<file path="src/rtl/acs_pkg.sv">
package acs_pkg;

    typedef enum logic [1:0] {
        SW_OFF     = 2'b00,
        SW_RUN     = 2'b01,
        SW_STOP    = 2'b10,
        SW_OFF_ALT = 2'b11
    } acs_mode_e;

    typedef enum logic [1:0] {
        ST_IDLE,
        ST_CYCLE,
        ST_PEND,
        ST_HALT
    } acs_state_e;

    function automatic logic mode_is_off(input logic [1:0] m);
        return (m == SW_OFF) || (m == SW_OFF_ALT);
    endfunction

endpackage

</file>
<file path="src/rtl/acs_addr_cmp.sv">
module acs_addr_cmp #(
    parameter int ADDR_W = 16
) (
    input  logic [ADDR_W-1:0] a_in,
    input  logic [ADDR_W-1:0] b_in,
    output logic              equal
);
    logic [ADDR_W-1:0] bit_diff;

    for (genvar i = 0; i < ADDR_W; i++) begin : g_bit
        assign bit_diff[i] = a_in[i] ^ b_in[i];
    end

    assign equal = ~|bit_diff;
endmodule

</file>
<file path="src/rtl/acs_key_edge.sv">
module acs_key_edge (
    input  logic clk,
    input  logic rst_n,
    input  logic key,
    output logic press
);
    logic key_q;

    always_ff @(posedge clk or negedge rst_n) begin
        if (!rst_n) key_q <= 1'b0;
        else        key_q <= key;
    end

    assign press = key & ~key_q;
endmodule

</file>
<file path="src/rtl/acs_io_pass.sv">
module acs_io_pass #(
    parameter int IO_W = 1
) (
    input  logic            clk,
    input  logic            rst_n,
    input  logic [IO_W-1:0] req,
    output logic [IO_W-1:0] grant
);
    always_ff @(posedge clk or negedge rst_n) begin
        if (!rst_n) grant <= '0;
        else        grant <= req;
    end
endmodule

</file>
<file path="src/rtl/acs_ctrl_fsm.sv">
module acs_ctrl_fsm
    import acs_pkg::*;
(
    input  logic       clk,
    input  logic       rst_n,
    input  logic [1:0] mode,
    input  logic       hit,
    input  logic       cyc_start,
    input  logic       cyc_done,
    input  logic       key_press,
    output logic       sync_q,
    output logic       halt_q
);
    acs_state_e state, state_nxt;
    logic       off_now;
    logic       stop_now;
    logic       sync_nxt;

    assign off_now  = mode_is_off(mode);
    assign stop_now = (mode == SW_STOP);

    // state register
    always_ff @(posedge clk or negedge rst_n) begin
        if (!rst_n) state <= ST_IDLE;
        else        state <= state_nxt;
    end

    // next state
    always_comb begin
        state_nxt = state;
        sync_nxt  = 1'b0;
        unique case (state)
            ST_IDLE: begin
                if (cyc_start) begin
                    sync_nxt  = hit && !off_now;
                    state_nxt = (hit && stop_now) ? ST_PEND : ST_CYCLE;
                end
            end
            ST_CYCLE: begin
                if (cyc_done) state_nxt = ST_IDLE;
            end
            ST_PEND: begin
                if (off_now)       state_nxt = cyc_done ? ST_IDLE : ST_CYCLE;
                else if (cyc_done) state_nxt = ST_HALT;
            end
            ST_HALT: begin
                if (key_press || off_now) state_nxt = ST_IDLE;
            end
            default: state_nxt = ST_IDLE;
        endcase
    end

    // registered outputs
    always_ff @(posedge clk or negedge rst_n) begin
        if (!rst_n) begin
            sync_q <= 1'b0;
            halt_q <= 1'b0;
        end else begin
            sync_q <= sync_nxt;
            halt_q <= (state_nxt == ST_HALT);
        end
    end
endmodule

</file>
<file path="src/rtl/acs_unit.sv">
module acs_unit
    import acs_pkg::*;
#(
    parameter int ADDR_W = 16
) (
    input  logic              clk,
    input  logic              rst_n,
    input  logic [1:0]        cmp_mode,
    input  logic [ADDR_W-1:0] sw_addr,
    input  logic [ADDR_W-1:0] sar,
    input  logic              cyc_start,
    input  logic              cyc_done,
    input  logic              start_key,
    input  logic              io_req,
    output logic              sync_pulse,
    output logic              proc_halt,
    output logic              io_grant
);
    logic hit;
    logic key_press;

    acs_addr_cmp #(.ADDR_W(ADDR_W)) u_cmp (
        .a_in  (sw_addr),
        .b_in  (sar),
        .equal (hit)
    );

    acs_key_edge u_key (
        .clk   (clk),
        .rst_n (rst_n),
        .key   (start_key),
        .press (key_press)
    );

    acs_io_pass #(.IO_W(1)) u_io (
        .clk   (clk),
        .rst_n (rst_n),
        .req   (io_req),
        .grant (io_grant)
    );

    acs_ctrl_fsm u_fsm (
        .clk       (clk),
        .rst_n     (rst_n),
        .mode      (cmp_mode),
        .hit       (hit),
        .cyc_start (cyc_start),
        .cyc_done  (cyc_done),
        .key_press (key_press),
        .sync_q    (sync_pulse),
        .halt_q    (proc_halt)
    );
endmodule

</file>
<file path="config.mk">
export PLATFORM = sky130hd
export DESIGN_NAME = acs_unit
export DESIGN_NICKNAME = d
export VERILOG_FILES = /design/src/rtl/acs_pkg.sv /design/src/rtl/acs_addr_cmp.sv /design/src/rtl/acs_key_edge.sv /design/src/rtl/acs_io_pass.sv /design/src/rtl/acs_ctrl_fsm.sv /design/src/rtl/acs_unit.sv
export SDC_FILE = /design/constraint.sdc
export NUM_CORES = 1
export LEC_CHECK = 0
export BUFFER_PORTS_ARGS = -buffer_cell sky130_fd_sc_hd__buf_2
export CAP_MARGIN = 15
export CORE_AREA = 10 10 47 49
export CTS_BUF_LIST = sky130_fd_sc_hd__clkbuf_4 sky130_fd_sc_hd__clkbuf_8
export CTS_CLUSTER_DIAMETER = 150
export DETAILED_ROUTE_END_ITERATION = 6
export DIE_AREA = 0 0 57 59
export PLACE_DENSITY = 0.76
export SETUP_SLACK_MARGIN = 0.02
export SLEW_MARGIN = 10
export SYNTH_ARGS = -nofsm -noshare
export SYNTH_HDL_FRONTEND = slang
export SYNTH_HIERARCHICAL = 1
export SYNTH_SLANG_ARGS = --single-unit
</file>
<file path="constraint.sdc">
create_clock -name clk -period 1.36 [get_ports clk]
set_clock_uncertainty 0.2 [all_clocks]
set_input_delay 0.272 -clock clk [delete_from_list [all_inputs] [get_ports clk]]
set_output_delay 0.272 -clock clk [all_outputs]
set_load 0.01 [all_outputs]
</file>
Yosys cells after proc, flatten, opt, wreduce, memory -nomap -nowiden
Cells that the tools add are included.
- register bits: 6
- input bits: 40
- output and inout bits: 3
- word-level logic and storage cells: 48
- eq/ne operators: 6
- muxes and demuxes: 10
- bitwise gates (word level): 18
- reductions and logical operators: 9
- operators by type and width (operator ; number):
    $reduce_or 16->1 ; 1
    $xor 1x1->1 ; 16
    $mux 2 ; 6
    $eq 2x2->1 const B ; 5
    $pmux 2 s4 ; 1
    $logic_not 2->1 ; 2
    $mux 1 ; 3
    $eq 2x1->1 const B ; 1
    $logic_and 1x1->1 ; 2
    $logic_not 1->1 ; 2
    $logic_or 1x1->1 ; 2
    $and 1x1->1 ; 1
    $not 1->1 ; 1

Logic depth before layout (Yosys ltp)
Gate-level depths: netlist of run 1.
- word-level depth: 8
- depth in mapped cells: 6

Hierarchy
The synthesis of run 1 kept the hierarchy.
- modules (own cells, without submodules) (module ; times used ; cells an instance ; area an instance (um^2) ; sequential area each (um^2)):
    acs_ctrl_fsm ; 1 ; 20 ; 210.2 ; 100.1
    acs_addr_cmp ; 1 ; 21 ; 177.7 ; 0.0
    acs_key_edge ; 1 ; 2 ; 38.8 ; 25.0
    acs_io_pass ; 1 ; 1 ; 25.0 ; 25.0

Least setup slack after synthesis of run 1
No wires, ideal clock.
- kind: input to register
- start: input sar[10]
- end: register u_fsm.state[0]
- library setup time: 124 ps
- data arrival time: 1156 ps
- required time: 1036 ps
- path slack: -120 ps
- stages: 5
- buffers on the path: 0
- path through: xnor2_1 nand4_1 nor4_2 a21oi_1 o31a_1
- longest elaborated chain between the ends: 7
- RTL lines (element ; RTL line ; RTL):
    start: declaration ; acs_unit.sv:10 ; input logic [ADDR_W-1:0] sar,
    $xor 1x1->1 ; acs_addr_cmp.sv:11 ; assign bit_diff[i] = a_in[i] ^ b_in[i];
    $reduce_or 16->1 ; acs_addr_cmp.sv:14 ; assign equal = ~|bit_diff;
    $logic_not 1->1 ; acs_addr_cmp.sv:14 ;
    net hit ; acs_unit.sv:19 ; logic hit;
    $logic_and 1x1->1 ; acs_ctrl_fsm.sv:36 ; state_nxt = (hit && stop_now) ? ST_PEND : ST_CYCLE;
    $mux 2 ; acs_ctrl_fsm.sv:36 ;
    $mux 2 ; acs_ctrl_fsm.sv:34 ; if (cyc_start) begin
    $pmux 2 s4 ; acs_ctrl_fsm.sv:32 ; unique case (state)
    net u_fsm.state_nxt[0] ; acs_ctrl_fsm.sv:14 ; acs_state_e state, state_nxt;
    end signal: assignment ; acs_ctrl_fsm.sv:25 ; else state <= state_nxt;
    end: declaration ; acs_ctrl_fsm.sv:14 ;
The timed path passes the listed nets, and every way through them passes these cells.

Worst setup path in the final report of run 1
- start: input sar[7]
- end: register u_fsm.state[0]
The elaborated chain is that of the path after synthesis.

==> reports/results.ini, run 1 <==
[logic_synthesis]
synthAdderAreaFrac_pct=2.77
synth_xor_area_share_pct=33.0
synth_seq_area_share_pct=33.2
synth.most_common_cell=xnor2_1
synth_top_family_by_area=XOR/XNOR gates
synthArstFlopShare_pct=100
syn_area_um2=452
yosysWarnings=6
ys_seq_elements=6
yosysTopAreaCell=dfrtp_1
syn_avg_cell_area_um2=10.3
synthDistinctLibCells=19
muxShareOfSynthArea_pct=2.22
synth-main-ff-cell=dfrtp_1
synthTopCellsByArea=dfrtp_1 (33%), xnor2_1 (31%), nand4_1 (5.5%)
synth_compound_area_share_pct=8.03
syn-num-nets=85
synth_edf_count=0
synth-simple-area-share_pct=19.1
synthCells=44
synth_top_area_share_pct=33.2
synthTopCellsByCount=xnor2_1 (16), dfrtp_1 (6), nand4_1 (4)

[critical_path]
cp.depth=6
cp_max_fo=3
start_kind=primary input
crit_buf_inv=1
path_class=primary input to flop
slowest_stage=nor4_4
critPathTopFamily=simple AND/OR/NAND/NOR gates
path_cells=buf_6 > xnor2_2 > nand4_1 > nor4_4 > a21oi_1 > o31a_1
critPathCaptureType=flop
critPathRequiredTime_ns=1.29
cp.arrival_ns=1.33
r2r_cells=2
cp_slowest_stage_delay_ns=0.32

[hold_path]
holdPathStages=3
hold_class=primary input to flop

[die]
die_h_um=59
coreArea_um2=1400
start_util_pct=32.2
fp.dieW_um=57
rows=14
io_pins=43
die_area_um2=3360

[routing]
drc=0
finalWirelength_mm=1.49
first_pass_iters=2
post_drt_wl_per_cell_um=13.7
first_iter_violations=2
via_per_inst=4.70
ant_nets=0
vias=512

[timing]
hold_viol=0
slew-limit-headroom_pct=77.9
slew_viol_final=0
finalCriticalPeriod_ns=1.41
hold_ws_ns=0.147
fmax_ghz=0.711
setup_viol=3
tightest_slew_ns=0.327
fin_ws_ns=-0.0458
rsz0062_at_grt=yes
finalCritPeriodShare_pct=103

[clock_network]
clkLatencyLatePin_ns=0.24
cts_buffer_depth=2
clockRootBuffer=clkbuf_4
path_clk_slew_ns=0.04
cts_tree=built
cts_buffers=3
cts_max_level=1
clock-sinks=6

[global_routing]
grt_usage_pct=9.12
antenna_found_initial=0
grt-ovfl-total=0
grt_max_degree=7
grt_pass1_vias=587
grt_pass1_wl_mm=2.46

[layout]
final_nets=136
nFillCells=122
layout-drive-gt1-share_pct=61.3
post-route-util_pct=62.9
num_antenna_cells=0
area_growth_pct=95.0

[placement]
gp_congestion=0.631
port_buffers=42

[power]
p_leak_nw=0.447
powerDensity_nw_per_um2=630
ir_worst_vdd_uv=262
total_power_mw=0.555

[flow_run]
cap_violations=0

[status]
violations=negative setup slack
outcome=finished, violations left

[through the flow]
stage	setup slack [ns]	instance area [um2]	TNS, ns	std cells
2_1_floorplan	-0.113	474	-0.213	44
3_5_place_dp	-0.330	712	-0.990	103
6_report	-0.0458	881	-0.0772	109
4_1_cts	-0.0400	851	-0.0404	109
3_3_place_gp	-0.310	712	-0.855	103
5_1_grt	-0.104	881	-0.292	109
[layout by cell type, fill, tap and decap left out, types with 2 or more instances in the layout]
cell and instances:
buf_6 10, xnor2_1 7, xnor2_2 9, nand4_1 4
nand2b_1 2, dfrtp_1 6, dlygate4sd3_1 3, buf_2 32
clkbuf_4 3, inv_1 2
[state kept, by name (all words and copies together) (netlist names)]
name and flops:
u_fsm/sync_q 1, u_io/grant 1, u_key/key_q 1, u_fsm/state 2, u_fsm/halt_q 1
[final timing paths]
path,startpoint,end,slack [ns]
min in group asynchronous,rst_n,u_fsm/state[0],0.18
worst max register to register,u_fsm/state[1],u_fsm/sync_q,0.13
worst max-delay path,sar[7],u_fsm/state[0],-0.05
worst min register to register,u_fsm/state[0],u_fsm/sync_q,0.36
max in group asynchronous,rst_n,u_io/grant,0.64
worst min-delay path,cyc_start,u_fsm/sync_q,0.15
[area by class of cell]
type	count	area [um2]	share of cell area, %
Multi-Input combinational cell	36	370	42.0
Timing Repair Buffer	46	310	35.2
Sequential cell	6	150	17.0
Clock buffer	3	22.5	2.56
Tap cell	16	20.0	2.27
Inverter	2	7.51	0.852
[worst reg2reg max path, stage by stage, from the launching register on]
cell	delay, ns
dfrtp_1	0.40
nand2b_1	0.19
nor4b_1	0.32
[kinds of logic after synthesis]
kind of cell,after synthesis
multiplexers,1
adder cells (fa/ha/maj),1
XOR/XNOR,17
buffers and inverters,2
flip-flops,6
AND/OR/NAND/NOR,12
AO/OA/AOI/OAI,5
[report_power, final]
group	internal, mW	switching (mW)
logic	0.130	0.0677
clock network	0.0997	0.0621
registers	0.187	0.00844
[timing repair]
item | in CTS | in global routing
gates resized for setup | 13 | 4
pin swaps | 6 | 4
hold buffers | 3 | 0
hold endpoints to repair | 8 | 0
endpoints found under the setup margin | 3 | 3
buffers inserted | 0 | 0
[metal layers]
metal  share of wire, %  track usage, %  routed length, um  up-vias
li1                   -               -                  -      253
met1                 38            9.16                560      224
met2                 48            14.1                708       33
met3                 13            6.65                198        2
met4                1.5            4.03                 22        0
met5                  0               0                  0        -
Power figures use the tool's default switching activity.
==> run 2: changes to the inputs <==
==> constraint.sdc (replaced) <==
create_clock -name clk -period 1.6 [get_ports clk]
set_clock_uncertainty 0.2 [all_clocks]
set_input_delay 0.32 -clock clk [delete_from_list [all_inputs] [get_ports clk]]
set_output_delay 0.32 -clock clk [all_outputs]
set_load 0.01 [all_outputs]
==> run 2 against run 1 <==
The flow now finishes without violations. Power is 23% lower. Critical path depth increased by 1. Global-route usage decreased by 0.47 points. Clock power fell by 17%. Register-to-register slack better by 0.27 ns. Routed wire length shrank 4.6%. Die area did not move. Largest power group is now sequential cells.
==> reports/results.ini, run 2 (synthesis results as in run 1) <==
[placement]
port_buffers=42  ; unchanged
gp_congestion=0.718  ; +14%
dp_hpwl_mm=1.34

[die]
fp.dieW_um=57  ; unchanged
die_area_um2=3360  ; unchanged
start_util_pct=32.2  ; unchanged
rows=14  ; unchanged
die_h_um=59  ; unchanged
coreArea_um2=1400  ; unchanged
io_pins=43  ; unchanged

[critical_path]
cp.arrival_ns=1.47  ; +0.14 ns
ff2ff_setup_slack_ns=0.40  ; +0.27 ns
start_kind=primary input
r2r-end=u_fsm/sync_q
path_class=primary input to flop
r2r-start=u_fsm/state[1]
r2r_cells=2  ; unchanged
cp_max_fo=3  ; unchanged
critPathRequiredTime_ns=1.56  ; +0.27 ns
critPathCaptureType=flop

[layout]
nFillCells=146  ; +20%
area_growth_pct=62.6
regMostFlops=u_fsm/state
largest_register_ffs=2  ; unchanged
layout.cells.most_common=buf_2
layout_common_cells=buf_2 (42), xnor2_1 (16), dfrtp_1 (6)
layout-drive-gt1-share_pct=51.1  ; -10 points
final_nets=135  ; -0.74%
num_antenna_cells=0  ; unchanged

[global_routing]
grt_max_degree=7  ; unchanged
grt_pass1_wl_mm=2.39  ; -2.8%
antenna_found_initial=0  ; unchanged
grt_pass1_vias=621  ; +5.8%
grt-ovfl-total=0  ; unchanged
grt_usage_pct=8.65  ; -0.47 points

[power]
ir_worst_vdd_uv=211  ; -19%
p_leak_nw=0.358  ; -20%
powerDensity_nw_per_um2=584  ; -7.2%
total_power_mw=0.429  ; -23%

[clock_network]
cts_resized=0  ; -13
clock-sinks=6  ; unchanged
cts_max_level=1  ; unchanged
clkLatencyLatePin_ns=0.24  ; about the same
cts_hold_buf=3  ; unchanged
clockRootBuffer=clkbuf_4
path_clk_slew_ns=0.04  ; about the same
cts_buffer_depth=2  ; unchanged
cts_tree=built
post_cts_buffers=0  ; unchanged
cts_buffers=3  ; unchanged

[timing]
hold_viol=0  ; unchanged
tightest_slew_ns=0.303  ; -0.0238 ns
finalCritPeriodShare_pct=94.2
finalCriticalPeriod_ns=1.51
slew-limit-headroom_pct=79.5  ; +1.6 points
fmax_ghz=0.663
rsz0062_at_grt=no
hold_ws_ns=0.176  ; +0.0293 ns
slew_viol_final=0  ; unchanged
setup_viol=0  ; -3
fin_tns_setup_ns=0  ; +0.0772 ns

[routing]
drc=0  ; unchanged
first_iter_violations=0  ; -2
first_pass_iters=1  ; -1
ant_nets=0  ; unchanged
via_per_inst=4.77  ; +1.5%
post_drt_wl_per_cell_um=13.2  ; -3.7%
finalWirelength_mm=1.42  ; -4.6%
vias=515  ; +0.59%

[hold_path]
holdPathStages=3  ; unchanged
min_from=cyc_done
hold_end=u_fsm/halt_q
hold_class=primary input to flop

[flow_run]
cap_violations=0  ; unchanged

[status]
outcome=finished clean

[run 2: cell count changes in the layout (fill, tap and decap cells not counted)]
cell,before,now
nor4_4,1,0
buf_2,32,42
xnor2_1,7,16
buf_4,1,0
nor4_2,0,1
buf_6,10,0
xnor2_2,9,0
[run 2: stage by stage]
step                      util (%)  setup WS [ns]  instance area (um2)  instances
after floorplan                  -         0.0717                  452         44
after global placement        48.7         -0.109                  682        102
after detailed placement      48.7         -0.174                  682        102
after CTS                     52.4         0.0915                  734        108
after global routing          52.4         0.0358                  734        108
final                         52.4         0.0921                  734        108
[run 2: layer usage]
metal,vias up,track usage [%],routed length (um),part of all wire (%)
li1,249,-,-,-
met1,226,7.37,503,35
met2,40,12.7,576,41
met3,0,9.44,342,24
met4,0,4.03,0,0
met5,-,0,0,0
[run 2: worst max-delay path, cell delays in order]
cell	delay (ns)
buf_2	0.11
xnor2_1	0.18
nand4_1	0.13
nor4_2	0.34
nand2_1	0.09
o21a_1	0.20
o22ai_1	0.11
[run 2: worst max-delay path by stage]
stage / slack, ns / from / to
6_report: 0.09 / sar[0] / u_fsm/state[1]
2_1_floorplan: 0.07 / sar[10] / u_fsm/state[0]
4_1_cts: 0.09 / sar[0] / u_fsm/state[1]
5_1_grt: 0.04 / sar[0] / u_fsm/state[1]
3_5_place_dp: -0.17 / sar[0] / u_fsm/state[1]
3_3_place_gp: -0.11 / sar[6] / u_fsm/state[0]
[run 2: power by group]
part	total (mW)	internal (mW)	switching, mW
registers	0.166	0.159	0.00690
logic	0.129	0.0813	0.0479
clock network	0.135	0.0845	0.0500
[run 2: final cells by class]
| class | count | area, um2 | share of cell area, % |
|---|---|---|---|
| clock buffer | 3 | 22.5 | 3.07 |
| inverter | 2 | 7.51 | 1.02 |
| multi-input combinational | 36 | 294 | 40.0 |
| sequential | 6 | 150 | 20.4 |
| tap | 16 | 20.0 | 2.73 |
| timing repair buffer | 45 | 240 | 32.7 |
==> run 3: changes to the inputs <==
--- a/config.mk
+++ b/config.mk
@@ -7,15 +7,14 @@
 export LEC_CHECK = 0
 export BUFFER_PORTS_ARGS = -buffer_cell sky130_fd_sc_hd__buf_2
 export CAP_MARGIN = 15
-export CORE_AREA = 10 10 47 49
+export CORE_AREA = 2 2 39 41
 export CTS_BUF_LIST = sky130_fd_sc_hd__clkbuf_4 sky130_fd_sc_hd__clkbuf_8
 export CTS_CLUSTER_DIAMETER = 150
 export DETAILED_ROUTE_END_ITERATION = 6
-export DIE_AREA = 0 0 57 59
+export DIE_AREA = 0 0 41 43
 export PLACE_DENSITY = 0.76
 export SETUP_SLACK_MARGIN = 0.02
 export SLEW_MARGIN = 10
 export SYNTH_ARGS = -nofsm -noshare
 export SYNTH_HDL_FRONTEND = slang
-export SYNTH_HIERARCHICAL = 1
 export SYNTH_SLANG_ARGS = --single-unit
==> run 3 against run 2 <==
First-iteration DRC count up 6. Die area down 48%. Combinational power down 8%. Setup slack better by 0.034 ns. Critical path depth down 1. Critical path type unchanged. Highest routed layer is now met4.
==> reports/results.ini, run 3 <==
[placement]
port_buffers=42  ; unchanged
dp_hpwl_um=891  ; -33%
gp_congestion=0.637  ; -11%

[clock_network]
clock-sinks=6  ; unchanged
clockRootBuffer=clkbuf_4
post_cts_buffers=0  ; unchanged
path_clk_slew_ns=0.05  ; about the same
cts_tree=built
cts_buffer_depth=2  ; unchanged
cts_max_level=1  ; unchanged
cts_buffers=3  ; unchanged
clkLatencyLatePin_ns=0.25  ; about the same

[layout]
largest_register_ffs=2  ; unchanged
nFillCells=140  ; -4.1%
seq_area_um2=150  ; unchanged
layout_common_cells=buf_2 (42), xor2_1 (16), dfrtp_1 (6)
multi_input_area_um2=287  ; -2.6%
area_growth_pct=64.2
regMostFlops=u_fsm.state
post-route-util_pct=52.3  ; -0.15 points
layout.cells.most_common=buf_2
num_antenna_cells=0  ; unchanged
layout-drive-gt1-share_pct=50.0  ; -1.1 points
final_nets=137  ; +1.5%

[logic_synthesis]
synth_top_area_share_pct=34.1  ; +0.85 points
synthDistinctLibCells=19  ; unchanged
syn-num-nets=87  ; +2.4%
syn_area_um2=440  ; -2.5%
ys_seq_elements=6  ; unchanged
synthTopCellsByCount=xor2_1 (16), dfrtp_1 (6), nor4_1 (4)
synth_seq_area_share_pct=34.1  ; +0.85 points
synth-main-ff-cell=dfrtp_1
synthTopCellsByArea=dfrtp_1 (34%), xor2_1 (32%), nor4_1 (5.7%)
synthCells=46  ; +4.5%
synthArstFlopShare_pct=100  ; unchanged
synth.most_common_cell=xor2_1
synth_edf_count=0  ; unchanged
yosysWarnings=0  ; -6
syn_avg_cell_area_um2=9.57  ; -6.7%
yosysTopAreaCell=dfrtp_1

[die]
die_area_um2=1760  ; -48%
io_pins=43  ; unchanged
rows=14  ; unchanged
coreArea_um2=1380  ; -1.2%
fp.dieW_um=41  ; -28%
die_h_um=43  ; -27%
start_util_pct=31.8  ; -0.41 points

[timing]
setup_viol=0  ; unchanged
tightest_slew_ns=0.352  ; +0.0495 ns
hold_ws_ns=0.133  ; -0.0432 ns
slew_viol_final=0  ; unchanged
slew-limit-headroom_pct=76.3  ; -3.2 points
hold_viol=0  ; unchanged
fmax_ghz=0.678  ; +2.3%
finalCriticalPeriod_ns=1.47  ; -0.0338 ns
fin_tns_setup_ns=0  ; unchanged
rsz0062_at_grt=no
finalCritPeriodShare_pct=92.1  ; -2.1 points

[critical_path]
critPathCaptureType=flop
cp_max_fo=2  ; -1
cp.arrival_ns=1.41  ; -0.06 ns
start_kind=primary input
ff2ff_setup_slack_ns=0.37  ; -0.03 ns
path_class=primary input to flop
critPathRequiredTime_ns=1.54  ; -0.02 ns

[routing]
first_iter_violations=6  ; +6
ant_nets=0  ; unchanged
vias=507  ; -1.6%
via_per_inst=4.61  ; -3.3%
finalWirelength_mm=1.02  ; -28%
drc=0  ; unchanged
first_pass_iters=4  ; +3
post_drt_wl_per_cell_um=9.28  ; -30%

[power]
p_leak_nw=0.390  ; +9.0%
powerDensity_nw_per_um2=590  ; +0.88%
total_power_mw=0.426  ; -0.67%
ir_worst_vdd_uv=252  ; +20%

[status]
outcome=finished clean

[global_routing]
antenna_found_initial=0  ; unchanged
grt_pass1_vias=481  ; -23%
grt-ovfl-total=0  ; unchanged
grt_max_degree=7  ; unchanged
grt_usage_pct=14.0  ; +5.3 points
grt_pass1_wl_mm=1.66  ; -31%

[flow_run]
cap_violations=0  ; unchanged

[hold_path]
hold_class=primary input to flop

run 3: changes by cell type after synthesis, sizes merged, moves of 2 or more:
cell / previous run / this run
nand2: 1 / 3
nand4: 4 / 1
nor3b: 0 / 2
nor4: 1 / 4
o21ai: 0 / 2
xnor2: 16 / 0
xor2: 1 / 16
run 3: worst max-delay path, stage by stage:
cell,delay (ns)
dlygate4sd3_1,0.52
buf_2,0.11
nand3b_1,0.09
a21o_1,0.20
a21oi_1,0.12
a31oi_1,0.05
run 3: final cells by class:
cell class	instances	share of cell area (%)
multi-input combinational	39	39.6
timing repair buffer	45	33.2
sequential	6	20.8
clock buffer	3	3.11
tap	16	2.77
inverter	1	0.519
run 3: kinds of logic after synthesis:
| group | synth area share [%] |
|---|---|
| XOR/XNOR | 31.8 |
| AND/OR/NAND/NOR | 22.7 |
| AO/OA/AOI/OAI | 7.67 |
| flip-flops | 34.1 |
| buffers and inverters | 0.851 |
| adder cells (fa/ha/maj) | 2.84 |
run 3: through the flow:
step | cells | cell area, um2 | setup slack, ns
global route | 110 | 723 | 0.0720
CTS | 110 | 723 | 0.131
floorplan | 46 | 440 | 0.201
finish | 110 | 723 | 0.126
detailed placement | 104 | 671 | -0.0400
global placement | 104 | 671 | -0.0267
run 3: where the power goes:
group / internal, mW / total, mW / switching (mW) / leakage (nW)
Combinational: 0.0692 / 0.119 / 0.0500 / 0.299
Sequential: 0.159 / 0.163 / 0.00454 / 0.0772
Clock: 0.0851 / 0.144 / 0.0590 / 0.0138
Total: 0.313 / 0.426 / 0.114 / 0.390
run 3: timing repair:
item,in CTS,in global routing
endpoints found under the hold margin,8,0
gates resized for setup,0,0
endpoints found under the setup margin,0,0
hold buffers,3,0
run 3: worst paths after layout:
check	to	cells past startpoint	start
max	u_fsm.state[0]	6	start_key
min	u_fsm.halt_q	3	cyc_done
max reg2reg	u_fsm.sync_q	2	u_fsm.state[0]
min reg2reg	u_fsm.halt_q	2	u_fsm.state[0]
max in group asynchronous	u_fsm.halt_q	2	rst_n
min in group asynchronous	u_io.grant	2	rst_n
run 3: metal layers:
layer / track usage (%) / share of wire (%) / vias up
met5: 0 / 0 / -
met4: 8.00 / 2.3 / 0
met3: 4.71 / 11 / 3
met2: 24.1 / 52 / 28
met1: 13.3 / 35 / 219
li1: - / - / 257
